===== src/rtl/vfd_pkg.sv =====
`timescale 1ns/1ps
package vfd_pkg;
  typedef enum logic [1:0] {
    MODE_SEARCH = 2'd0,
    MODE_NARROW = 2'd1,
    MODE_STD    = 2'd2
  } vfd_mode_e;

  typedef enum logic [1:0] {
    CONF_HOLD = 2'd0,
    CONF_INC  = 2'd1,
    CONF_DEC  = 2'd2,
    CONF_CLR  = 2'd3
  } conf_op_e;
endpackage


===== src/rtl/vfd_sync_edge.sv =====
`timescale 1ns/1ps
module vfd_sync_edge (
  input  logic clk_i,
  input  logic rst_ni,
  input  logic vsync_i,
  input  logic restart_i,
  output logic evt_o,
  output logic seen_o
);
  logic vs_q, seen_q;

  assign evt_o  = vsync_i & ~vs_q;
  assign seen_o = seen_q;

  always_ff @(posedge clk_i or negedge rst_ni) begin
    if (!rst_ni) begin
      vs_q   <= 1'b0;
      seen_q <= 1'b0;
    end else begin
      vs_q   <= vsync_i;
      seen_q <= restart_i ? 1'b0 : (seen_q | evt_o);
    end
  end

  AST_SEEN_SET: assert property (@(posedge clk_i) disable iff (!rst_ni)
    (evt_o && !restart_i) |=> seen_o);
endmodule


===== src/rtl/vfd_conf.sv =====
`timescale 1ns/1ps
module vfd_conf
  import vfd_pkg::*;
#(
  parameter int KW = 4
) (
  input  logic          clk_i,
  input  logic          rst_ni,
  input  conf_op_e      op_i,
  output logic [KW-1:0] conf_o,
  output logic [KW-1:0] conf_nxt_o
);
  localparam logic [KW-1:0] KMAX = '1;

  always_comb begin
    conf_nxt_o = conf_o;
    unique case (op_i)
      CONF_INC: if (conf_o != KMAX) conf_nxt_o = conf_o + 1'b1;
      CONF_DEC: if (conf_o != '0)   conf_nxt_o = conf_o - 1'b1;
      CONF_CLR: conf_nxt_o = '0;
      default:  conf_nxt_o = conf_o;
    endcase
  end

  always_ff @(posedge clk_i or negedge rst_ni) begin
    if (!rst_ni) conf_o <= '0;
    else         conf_o <= conf_nxt_o;
  end

  AST_CONF_STEP: assert property (@(posedge clk_i) disable iff (!rst_ni)
    ($past(op_i) != CONF_CLR) |->
      (int'(conf_o) - int'($past(conf_o)) <= 1 &&
       int'($past(conf_o)) - int'(conf_o) <= 1));
endmodule


===== src/rtl/vfd_gate.sv =====
`timescale 1ns/1ps
module vfd_gate #(
  parameter int LEN_SRCH = 18,
  parameter int LEN_LOCK = 24
) (
  input  logic clk_i,
  input  logic rst_ni,
  input  logic start_srch_i,
  input  logic start_lock_i,
  output logic gate_o
);
  localparam int LEN_MAX = (LEN_SRCH > LEN_LOCK) ? LEN_SRCH : LEN_LOCK;
  localparam int GW      = $clog2(LEN_MAX + 1);

  logic [GW-1:0] rem_q;

  always_ff @(posedge clk_i or negedge rst_ni) begin
    if (!rst_ni)           rem_q <= '0;
    else if (start_srch_i) rem_q <= GW'(LEN_SRCH - 1);
    else if (start_lock_i) rem_q <= GW'(LEN_LOCK - 1);
    else if (rem_q != '0)  rem_q <= rem_q - 1'b1;
  end

  assign gate_o = start_srch_i | start_lock_i | (rem_q != '0);
endmodule


===== src/rtl/vfield_divider.sv =====
`timescale 1ns/1ps
module vfield_divider
  import vfd_pkg::*;
#(
  parameter int SRCH_LO   = 488,
  parameter int SRCH_HI   = 722,
  parameter int N60_LO    = 522,
  parameter int N60_HI    = 528,
  parameter int N50_LO    = 622,
  parameter int N50_HI    = 628,
  parameter int STD60     = 525,
  parameter int STD50     = 625,
  parameter int NOTX_CNT  = 628,
  parameter int SPLIT     = 576,
  parameter int CONF_W    = 4,
  parameter int CONF_LOCK = 12,
  parameter int CONF_STD  = 14,
  parameter int CONF_DROP = 10,
  parameter int EQ_LEAD   = 6,
  parameter int GATE_SRCH = 18,
  parameter int GATE_LOCK = 24
) (
  input  logic       clk_i,
  input  logic       rst_ni,
  input  logic       vsync_i,
  input  logic       no_tx_i,
  input  logic       force_search_i,
  output logic       field_rst_o,
  output logic [1:0] mode_o,
  output logic       id_50_o,
  output logic       gate_o
);
  localparam int CW = $clog2(SRCH_HI + 1);
  localparam logic [CW-1:0] C_SLO   = CW'(SRCH_LO);
  localparam logic [CW-1:0] C_SHI   = CW'(SRCH_HI);
  localparam logic [CW-1:0] C_NOTX  = CW'(NOTX_CNT);
  localparam logic [CW-1:0] C_SPLIT = CW'(SPLIT);
  localparam logic [CW-1:0] C_ONE   = CW'(1);
  localparam logic [CONF_W-1:0] K_LOCK = CONF_W'(CONF_LOCK);
  localparam logic [CONF_W-1:0] K_STD  = CONF_W'(CONF_STD);
  localparam logic [CONF_W-1:0] K_DROP = CONF_W'(CONF_DROP);

  logic [CW-1:0]     cnt_q, cnt_d;
  vfd_mode_e         mode_q, mode_d, mode_eff;
  logic              norm50_q, norm50_d;
  logic              frst_q, restart;
  conf_op_e          op;
  logic [CONF_W-1:0] conf_q, conf_nxt;
  logic              evt, seen;
  logic [CW-1:0]     nar_lo, nar_hi, std_cnt, eq_cnt;
  logic              in_srch, in_nar_any, in_nar;

  vfd_sync_edge u_edge (
    .clk_i     (clk_i),
    .rst_ni    (rst_ni),
    .vsync_i   (vsync_i),
    .restart_i (restart),
    .evt_o     (evt),
    .seen_o    (seen)
  );

  vfd_conf #(.KW(CONF_W)) u_conf (
    .clk_i      (clk_i),
    .rst_ni     (rst_ni),
    .op_i       (op),
    .conf_o     (conf_q),
    .conf_nxt_o (conf_nxt)
  );

  vfd_gate #(.LEN_SRCH(GATE_SRCH), .LEN_LOCK(GATE_LOCK)) u_gate (
    .clk_i        (clk_i),
    .rst_ni       (rst_ni),
    .start_srch_i (frst_q && mode_q == MODE_SEARCH),
    .start_lock_i (mode_q != MODE_SEARCH && cnt_q == eq_cnt),
    .gate_o       (gate_o)
  );

  // window limits for the current norm
  assign nar_lo  = norm50_q ? CW'(N50_LO) : CW'(N60_LO);
  assign nar_hi  = norm50_q ? CW'(N50_HI) : CW'(N60_HI);
  assign std_cnt = norm50_q ? CW'(STD50)  : CW'(STD60);
  assign eq_cnt  = std_cnt - CW'(EQ_LEAD);

  assign in_srch    = cnt_q >= C_SLO && cnt_q <= C_SHI;
  assign in_nar_any = (cnt_q >= CW'(N60_LO) && cnt_q <= CW'(N60_HI)) ||
                      (cnt_q >= CW'(N50_LO) && cnt_q <= CW'(N50_HI));
  assign in_nar     = cnt_q >= nar_lo && cnt_q <= nar_hi;

  assign mode_eff = force_search_i ? MODE_SEARCH : mode_q;

  // restart decision and confidence scoring
  always_comb begin
    restart  = 1'b0;
    op       = CONF_HOLD;
    norm50_d = norm50_q;
    unique case (mode_eff)
      MODE_SEARCH: begin
        if (evt && in_srch) begin
          restart  = 1'b1;
          norm50_d = cnt_q > C_SPLIT;
          op       = in_nar_any ? CONF_INC : CONF_DEC;
        end else if (no_tx_i && !seen && cnt_q == C_NOTX) begin
          restart = 1'b1;
          op      = CONF_DEC;
        end else if (cnt_q >= C_SHI) begin
          restart = 1'b1;
          op      = CONF_DEC;
        end
      end
      MODE_NARROW: begin
        if (evt && in_nar) begin
          restart = 1'b1;
          if (conf_q < K_LOCK || cnt_q == std_cnt) op = CONF_INC;
        end else if (cnt_q >= nar_hi) begin
          restart = 1'b1;
          op      = CONF_DEC;
        end
      end
      MODE_STD: begin
        if (cnt_q >= std_cnt) begin
          restart = 1'b1;
          op      = evt ? CONF_INC : CONF_DEC;
        end
      end
      default: restart = 1'b1;
    endcase
    if (force_search_i) op = CONF_CLR;
  end

  // mode transitions, evaluated on restart
  always_comb begin
    mode_d = mode_eff;
    if (restart && !force_search_i) begin
      unique case (mode_eff)
        MODE_SEARCH: if (conf_nxt >= K_LOCK) mode_d = MODE_NARROW;
        MODE_NARROW: begin
          if (conf_nxt >= K_STD)     mode_d = MODE_STD;
          else if (conf_nxt == '0)   mode_d = MODE_SEARCH;
        end
        MODE_STD:    if (conf_nxt <= K_DROP) mode_d = MODE_SEARCH;
        default:     mode_d = MODE_SEARCH;
      endcase
    end
  end

  assign cnt_d = restart ? C_ONE : cnt_q + C_ONE;

  always_ff @(posedge clk_i or negedge rst_ni) begin
    if (!rst_ni) begin
      cnt_q    <= C_ONE;
      mode_q   <= MODE_SEARCH;
      norm50_q <= 1'b0;
      frst_q   <= 1'b0;
    end else begin
      cnt_q    <= cnt_d;
      mode_q   <= mode_d;
      norm50_q <= norm50_d;
      frst_q   <= restart;
    end
  end

  assign field_rst_o = frst_q;
  assign mode_o      = mode_q;
  assign id_50_o     = norm50_q;

  AST_CNT_RANGE: assert property (@(posedge clk_i) disable iff (!rst_ni)
    cnt_q >= C_ONE && cnt_q <= C_SHI);
  AST_RST_AT_ONE: assert property (@(posedge clk_i) disable iff (!rst_ni)
    field_rst_o |-> cnt_q == C_ONE);
  AST_LOCK_ENTRY: assert property (@(posedge clk_i) disable iff (!rst_ni)
    (mode_q == MODE_NARROW && $past(mode_q) == MODE_SEARCH) |-> conf_q >= K_LOCK);
  AST_STD_ENTRY: assert property (@(posedge clk_i) disable iff (!rst_ni)
    (mode_q == MODE_STD && $past(mode_q) != MODE_STD) |-> conf_q >= K_STD);
  AST_STD_RESTART: assert property (@(posedge clk_i) disable iff (!rst_ni)
    (mode_q == MODE_STD && !force_search_i && cnt_q == std_cnt) |=> field_rst_o);
  AST_FORCE_SEARCH: assert property (@(posedge clk_i) disable iff (!rst_ni)
    force_search_i |=> (mode_q == MODE_SEARCH && conf_q == '0));
endmodule


===== config.mk =====
export PLATFORM = sky130hd
export DESIGN_NAME = vfield_divider
export DESIGN_NICKNAME = d
export VERILOG_FILES = /design/src/rtl/vfd_pkg.sv /design/src/rtl/vfd_sync_edge.sv /design/src/rtl/vfd_conf.sv /design/src/rtl/vfd_gate.sv /design/src/rtl/vfield_divider.sv
export SDC_FILE = /design/constraint.sdc
export NUM_CORES = 1
export LEC_CHECK = 0
export BUFFER_PORTS_ARGS = -buffer_cell sky130_fd_sc_hd__buf_2
export CORE_AREA = 5 5 113 72
export DETAILED_ROUTE_END_ITERATION = 10
export DIE_AREA = 0 0 118 77
export HOLD_SLACK_MARGIN = 0.12
export MAX_ROUTING_LAYER = met4
export PLACE_DENSITY_LB_ADDON = 0.1
export SYNTH_ARGS = -nofsm -noshare
export SYNTH_HDL_FRONTEND = slang
export SYNTH_SLANG_ARGS = --single-unit

===== constraint.sdc =====
create_clock -name clk_i -period 6.9 [get_ports clk_i]
set_input_delay 0.69 -clock clk_i [delete_from_list [all_inputs] [get_ports clk_i]]
set_output_delay 0.69 -clock clk_i [all_outputs]
set_load 0.03 [all_outputs]

==> flow_summary.json <==
{
  "status": "completed",
  "clkTransAtPathRegs_ns": 0.07,
  "skew_ns": 0.00470,
  "grt_pass1_vias": 1638,
  "synth_warnings": 0,
  "report.final.hold_viol_count": 0,
  "cts.sinks": 25,
  "wirelength_um": 5180,
  "viasPerCell": 5.19,
  "htreeDepth": 1,
  "whs_ns": 0.436,
  "io_buffers": 9,
  "cts_tree": "done",
  "async_flop_share": 1.00,
  "grt_util_all_layers": 0.122,
  "die-area_um2": 9090,
  "crit_fanout": 12,
  "syn-num-nets": 257,
  "finalPower_uw": 863,
  "cts_hold_buf": 0,
  "initial_core_util": 0.290,
  "setup_tns_ns": 0,
  "synthCells": 237,
  "antenna_found_initial": 0,
  "peakVddDrop_mv": 0.123,
  "slew_viol_final": 0,
  "ys_seq_area_frac": 0.307,
  "worst_slew_pin_slew_ns": 1.09,
  "place.gp.congestion": 0.830,
  "detail-route-antenna-nets": 0,
  "diodes": 0,
  "clock_latency_ns": 0.27,
  "grt_max_degree": 26,
  "area_growth_pct": 8.52,
  "ys_types": 57,
  "drive_above_1_share": 0.0966,
  "die_x_um": 118,
  "cts_resized": 0,
  "period_share": 0.570,
  "cp_common_cell": "o21ai_1",
  "routedWlPerCell_um": 15.8,
  "synth_seq_cells": 25,
  "yosysTopAreaCellShare": 0.294,
  "finalCriticalPeriod_ns": 3.93,
  "final_common_cell": "nor2_1",
  "critPathKind": "reg -> reg",
  "final_cell_mix": "nor2_1 (26), dfrtp_1 (24), nand2_1 (16), inv_1 (15), ha_1 (15)",
  "critPathSlowestCell": "a2111oi_2",
  "p_leak_nw": 0.907,
  "start_kind": "flip-flop",
  "nets": 259,
  "max_freq_mhz": 254,
  "synth_area_leader_cell": "dfrtp_1",
  "critical-path-top-delay-family": "compound AO/OA/AOI/OAI gates",
  "cts-root-buf": "clkbuf_16",
  "core-area_um2": 7030,
  "rsz0062_at_grt": "false",
  "hold_class": "in -> async",
  "post-cts-setup-buffer-count": 0,
  "drc": 0,
  "syn_area_um2": 2040,
  "crit_path_end_kind": "flip-flop",
  "cp_cell_sequence": "ha_1 -> o31ai_1 -> o21ai_1 -> o21ai_1 -> a21oi_2 -> a2111oi_2 -> o311ai_0 -> and2_1 -> o41ai_1 -> a21oi_1",
  "core.rowCount": 24,
  "ios": 10,
  "post-route-util": 0.315,
  "cts_buffer_depth": 2,
  "setup_violations": 0,
  "slew_headroom": 0.273,
  "drtPass1Iterations": 4,
  "drtIter0Drc": 134,
  "drv_cap": 0,
  "slowest_delay_ns": 0.92,
  "grt_pass1_wl_um": 8890,
  "synth_edf_count": 0,
  "fp.dieH_um": 77,
  "cp_data_arrival_time_ns": 4.08,
  "cts_buffers": 3,
  "dp_hpwl_um": 3900,
  "overflow": 0,
  "ys.flop_type": "dfrtp_1",
  "p_per_area_nw_per_um2": 390,
  "setup_ws_ns": 2.97,
  "dr_total_vias": 1706,
  "critPathRequiredTime_ns": 7.04,
  "place_ws_ns": 3.05,
  "synthTopCellsByArea": "dfrtp_1 (29%), ha_1 (9.2%), nor2_1 (4.8%)",
  "path_buf_inv": 0,
  "avgSynthCellArea_um2": 8.61
}
[flip-flops by register name, indices dropped and copies added, names as in the netlist]
| register | flops |
|---|---|
| id_50_o | 1 |
| mode_o | 2 |
| u_edge.vs_q | 1 |
| cnt_q | 10 |
| u_gate.rem_q | 5 |
| field_rst_o | 1 |
| u_conf.conf_o | 4 |
| u_edge.seen_o | 1 |
[cell families after synthesis]
logic type | synth area share
AOI/OAI and AO/OA | 0.183
muxes | 0.0172
DFF | 0.307
xor gates and xnor gates | 0.0472
and+or+nand+nor | 0.294
buffers and inverters | 0.0595
adders and majority gates | 0.0920
[per-stage QoR]
step                cells  instance area (µm²)
floorplan             237                 2040
global placement      325                 2130
detailed placement    325                 2130
CTS                   329                 2210
global route          329                 2210
finish                329                 2210
[path summary, 6_finish.rpt]
kind,depth (start not counted),slack [ns],end,start
setup reg to reg,10,2.97,mode_o[0],cnt_q[6]
hold / removal,1,0.44,u_conf.conf_o[3],rst_ni
max in group asynchronous,1,6.06,u_gate.rem_q[3],rst_ni
hold reg to reg,1,0.50,u_gate.rem_q[2],field_rst_o
min in group clk_i,1,0.50,u_gate.rem_q[2],field_rst_o
setup / recovery,10,2.97,mode_o[0],cnt_q[6]
[cell type report]
type	instances	area, µm²
Timing Repair Buffer	9	45.0
Inverter	15	56.3
Sequential cell	25	627
Tap cell	91	114
Clock buffer	3	75.1
Fill cell	769	4810
Clock inverter	1	5.00
Multi-Input combinational cell	185	1290
[synth_stat cells, types with 4 or more instances]
library cell,instances
nor2_1,26
dfrtp_1,24
nand2_1,16
ha_1,15
inv_1,15
nor3_1,11
nand3_1,9
clkbuf_1,8
a21oi_1,7
nand4_1,7
xnor2_1,6
o211ai_1,5
o31ai_1,5
xor2_1,5
a31oi_1,4
and2_1,4
nand2b_1,4
nand3b_1,4
nor2b_1,4
o21ai_0,4
[power breakdown]
| part | switching (mW) | internal (mW) | leakage [nW] |
|---|---|---|---|
| sequential | 0.109 | 0.202 | 0.313 |
| combinational | 0.225 | 0.188 | 0.554 |
| clock | 0.0608 | 0.0785 | 0.0409 |
[layer usage]
metal | track usage | vias to the layer above | share of wire
met4 | 0.0172 | 0 | 0.0037
met3 | 0.0257 | 2 | 0.067
met1 | 0.198 | 784 | 0.57
li1 | - | 877 | -
met5 | - | - | 0
met2 | 0.152 | 43 | 0.35
Note: power is estimated with default switching activity, not from simulation.
